**src/rtl/mtrig_sel_pkg.sv**
```systemverilog
package mtrig_sel_pkg;

    localparam int unsigned NUM_REF  = 6;
    localparam int unsigned SEL_W    = 4;

    typedef enum logic [SEL_W-1:0] {
        SRC_GEN    = 4'd0,
        SRC_CEN    = 4'd1,
        SRC_UPD    = 4'd2,
        SRC_CC1    = 4'd3,
        SRC_LVL1   = 4'd4,
        SRC_LVL2   = 4'd5,
        SRC_LVL3   = 4'd6,
        SRC_LVL4   = 4'd7,
        SRC_LVL5   = 4'd8,
        SRC_LVL6   = 4'd9,
        SRC_ANY4   = 4'd10,
        SRC_ANY6   = 4'd11,
        SRC_R4R6   = 4'd12,
        SRC_R4F6   = 4'd13,
        SRC_R5R6   = 4'd14,
        SRC_R5F6   = 4'd15
    } src_sel_e;

    typedef struct packed {
        logic [NUM_REF-1:0] rise;
        logic [NUM_REF-1:0] fall;
    } edge_set_t;

endpackage

```
**src/rtl/mtrig_sel_edge.sv**
```systemverilog
module mtrig_sel_edge
    import mtrig_sel_pkg::*;
#(
    parameter int unsigned N = NUM_REF
) (
    input  logic         clk,
    input  logic         rst_n,
    input  logic [N-1:0] ref_i,
    output logic [N-1:0] rise_o,
    output logic [N-1:0] fall_o
);

    typedef struct packed {
        logic [N-1:0] hist;
    } edge_st_t;

    edge_st_t st_d, st_q;

    always_comb begin
        st_d      = st_q;
        st_d.hist = ref_i;
    end

    always_ff @(posedge clk or negedge rst_n) begin
        if (!rst_n) begin
            st_q <= '0;
        end else begin
            st_q <= st_d;
        end
    end

    // one detector per reference; outputs are quiet while in reset
    for (genvar gi = 0; gi < N; gi++) begin : g_det
        assign rise_o[gi] = rst_n &  ref_i[gi] & ~st_q.hist[gi];
        assign fall_o[gi] = rst_n & ~ref_i[gi] &  st_q.hist[gi];
    end

endmodule

```
**src/rtl/mtrig_sel_mux.sv**
```systemverilog
module mtrig_sel_mux
    import mtrig_sel_pkg::*;
#(
    parameter int unsigned MW = SEL_W
) (
    input  logic [MW-1:0]      mode_i,
    input  logic               gen_i,
    input  logic               cen_i,
    input  logic               upd_i,
    input  logic               cc1_i,
    input  logic [NUM_REF-1:0] lvl_i,
    input  edge_set_t          edg_i,
    output logic               trg_o
);

    localparam bit HAS_EXT = (MW > 3);

    logic [SEL_W-1:0] sel;
    logic             ext_val;
    logic             base_val;

    always_comb begin
        sel = SEL_W'(mode_i);
    end

    // sources reachable by every selector width
    always_comb begin
        base_val = 1'b0;
        unique case (sel[2:0])
            3'd0: base_val = gen_i;
            3'd1: base_val = cen_i;
            3'd2: base_val = upd_i;
            3'd3: base_val = cc1_i;
            3'd4: base_val = lvl_i[0];
            3'd5: base_val = lvl_i[1];
            3'd6: base_val = lvl_i[2];
            default: base_val = lvl_i[3];
        endcase
    end

    if (HAS_EXT) begin : g_ext
        always_comb begin
            ext_val = 1'b0;
            unique case (src_sel_e'(sel))
                SRC_LVL5: ext_val = lvl_i[4];
                SRC_LVL6: ext_val = lvl_i[5];
                SRC_ANY4: ext_val = edg_i.rise[3] | edg_i.fall[3];
                SRC_ANY6: ext_val = edg_i.rise[5] | edg_i.fall[5];
                SRC_R4R6: ext_val = edg_i.rise[3] | edg_i.rise[5];
                SRC_R4F6: ext_val = edg_i.rise[3] | edg_i.fall[5];
                SRC_R5R6: ext_val = edg_i.rise[4] | edg_i.rise[5];
                SRC_R5F6: ext_val = edg_i.rise[4] | edg_i.fall[5];
                default:  ext_val = 1'b0;
            endcase
        end
        assign trg_o = sel[SEL_W-1] ? ext_val : base_val;
    end else begin : g_base
        assign ext_val = 1'b0;
        assign trg_o   = base_val;
    end

endmodule

```
**src/rtl/mtrig_sel.sv**
```systemverilog
module mtrig_sel
    import mtrig_sel_pkg::*;
#(
    parameter int unsigned M1W = 3,
    parameter int unsigned M2W = SEL_W
) (
    input  logic               clk,
    input  logic               rst_n,
    input  logic [M1W-1:0]     mode1,
    input  logic [M2W-1:0]     mode2,
    input  logic               sw_gen,
    input  logic               cnt_en_sw,
    input  logic               gate_mode,
    input  logic               trig_in,
    input  logic               upd_evt,
    input  logic               cc1_evt,
    input  logic [NUM_REF-1:0] oc_ref,
    output logic               trg1,
    output logic               trg2
);

    logic      cen_eff;
    edge_set_t edges;

    always_comb begin
        cen_eff = cnt_en_sw & (gate_mode ? trig_in : 1'b1);
    end

    mtrig_sel_edge #(.N(NUM_REF)) u_edge (
        .clk    (clk),
        .rst_n  (rst_n),
        .ref_i  (oc_ref),
        .rise_o (edges.rise),
        .fall_o (edges.fall)
    );

    mtrig_sel_mux #(.MW(M1W)) u_mux1 (
        .mode_i (mode1),
        .gen_i  (sw_gen),
        .cen_i  (cen_eff),
        .upd_i  (upd_evt),
        .cc1_i  (cc1_evt),
        .lvl_i  (oc_ref),
        .edg_i  (edges),
        .trg_o  (trg1)
    );

    mtrig_sel_mux #(.MW(M2W)) u_mux2 (
        .mode_i (mode2),
        .gen_i  (sw_gen),
        .cen_i  (cen_eff),
        .upd_i  (upd_evt),
        .cc1_i  (cc1_evt),
        .lvl_i  (oc_ref),
        .edg_i  (edges),
        .trg_o  (trg2)
    );

endmodule

```
**config.mk**
```make
export PLATFORM = sky130hd
export DESIGN_NAME = mtrig_sel
export DESIGN_NICKNAME = d
export VERILOG_FILES = /design/src/rtl/mtrig_sel_pkg.sv /design/src/rtl/mtrig_sel_edge.sv /design/src/rtl/mtrig_sel_mux.sv /design/src/rtl/mtrig_sel.sv
export SDC_FILE = /design/constraint.sdc
export NUM_CORES = 1
export LEC_CHECK = 0
export BUFFER_PORTS_ARGS = -buffer_cell sky130_fd_sc_hd__buf_4
export CAP_MARGIN = 20
export CORE_AREA = 10 10 47 49
export CTS_CLUSTER_SIZE = 16
export DETAILED_ROUTE_END_ITERATION = 7
export DIE_AREA = 0 0 57 59
export PLACE_DENSITY = 0.65
export SETUP_SLACK_MARGIN = 0.4
export SKIP_CTS_REPAIR_TIMING = 1
export SLEW_MARGIN = 15
export SYNTH_ARGS = -nofsm -noshare
export SYNTH_HDL_FRONTEND = slang
export SYNTH_HIERARCHICAL = 1
export SYNTH_SLANG_ARGS = --single-unit
```
**constraint.sdc**
```tcl
create_clock -name clk -period 2.3 [get_ports clk]
set_input_delay 0.115 -clock clk [delete_from_list [all_inputs] [get_ports clk]]
set_output_delay 0.115 -clock clk [all_outputs]
set_load 0.05 [all_outputs]
```
==> qor.yml <==
largest_register_ffs: 3
root_buffer: "clkbuf_4"
layout_commonest_cell: "buf_4"
syn_inst: 30
diodes: 0
cpPeakStageDelay_ns: 0.39
hold_end: "u_edge/st_q[5]"
pre_cts_ws_ns: 0.6444
stdcell_count: 72
htree_levels: 1
path_clk_slew_ns: 0.04
nets: 78
slew_viol_final: 0
firstDrtPassIters: 1
cp_max_fo: 2
die_y_um: 59
via_count: 345
fin_ws_ns: 0.5278
gr-total-overflow: 0
cts_buffers: 3
worstPathRequired_ns: 2.18
critical_path_arrival_ns: 1.66
hold_class: "in -> reg"
drc: 0
via_per_inst: 4.792
finalCritPeriodShare_pct: 77.05
cts_tree: "done"
endpoint_kind: "output pin"
fin_util_pct: 40.63
port_buffers: 22
fp.dieW_um: 57
dp.cells: 66
regMostFlops: "u_edge/st_q"
avgSynthCellArea_um2: 11.64
worstPathCellList: "and3b_1 > nor3_2 > a21oi_1 > a2111oi_2 > a211oi_2 > buf_4"
setup_viol: 0
slew_headroom_pct: 79.26
ios: 23
tns_ns: 0
syn_area_um2: 349.1
core-area_um2: 1401
worst_slew_pin_slew_ns: 0.3105
syn_nets: 51
hold_path_depth: 1
initial_core_util_pct: 24.91
clkSinkCount: 3
powerDensity_nw_per_um2: 432.4
hold_viol: 0
grt_max_degree: 9
grt_antenna_before_repair: 0
hold_start: "oc_ref[5]"
regArea_um2: 75.07
status: "finished, final reports clean"
gp_congestion: 0.6384
rows: 14
grt_pass1_wl_um: 1711
layout-area-overhead-vs-synth_pct: 63.08
top_regs: "u_edge/st_q: 3 flops"
grt.total_usage_pct: 6.530
crit_slowest_cell: "a2111oi_2"
drive_gt1_share_pct: 55.36
multi_input_area_um2: 255.2
critPathLaunchType: "register"
ant_nets: 0
rsz0062_at_grt: "no"
power_leakage_nw: 0.2820
clock.fmax_mhz: 564.3
fin_crit_ns: 1.772
grt_pass1_vias: 388
drv_cap: 0
hpwl_um: 902
nFillCells: 153
ir_drop_v: 0.0002183
final_cell_mix: "buf_4, and3b_1"
die_area_um2: 3363
clockBufferDepth: 2
drt_iter0_markers: 0
synth_warnings: 6
wire_per_inst_um: 14.88
worstSetupPathType: "reg -> out"
postRouteWirelength_um: 1071
-- area by class of cell --
type	count	share of cell area [%]
Sequential cell	3	13.19
Timing Repair Buffer	24	32.53
Clock buffer	4	4.615
Multi-Input combinational cell	23	44.84
Inverter	2	1.319
Tap cell	16	3.516
-- critical path: cells and delay by family (launching register included) --
kind / cells / cell delay [ns]
flops: 1 / 0.36
compound gates: 3 / 0.54
simple gates: 2 / 0.32
buf+inv: 1 / 0.20
-- power by group --
group          switching (mW)  leakage (nW)  internal (mW)
registers            0.000710        0.0350         0.0557
clock network          0.0264        0.0150         0.0650
logic                  0.0450         0.232         0.0533
total                  0.0721         0.282          0.174
-- stage by stage --
stage	hold WS (ns)	power [mW]	instance area [um^2]
floorplan	-0.1806	0.1107	354.1
global placement	-0.08103	0.1492	516.7
detailed placement	-0.08027	0.1520	516.7
CTS	-0.3333	0.2493	543.0
global route	0.002584	0.2671	569.3
finish	0.01452	0.2461	569.3
-- layer usage --
layer | up-vias | share of wire, % | global-route usage, %
li1 | 173 | - | -
met3 | 0 | 7.2 | 2.575
met1 | 156 | 42 | 6.909
met2 | 16 | 51 | 10.70
met4 | 0 | 0 | 4.027
met5 | - | 0 | 0
-- worst max path at each step --
| stage | endpoint | cells after the start | from |
|---|---|---|---|
| 6_report | trg2 | 6 | u_edge/st_q[3] |
| 5_1_grt | trg2 | 6 | u_edge/st_q[3] |
| 4_1_cts | trg2 | 6 | u_edge/st_q[3] |
| 3_5_place_dp | trg2 | 6 | u_edge/st_q[3] |
| 3_3_place_gp | trg2 | 6 | u_edge/st_q[3] |
| 2_1_floorplan | trg2 | 5 | u_edge/st_q[3] |
(Power assumes the default switching activity.)
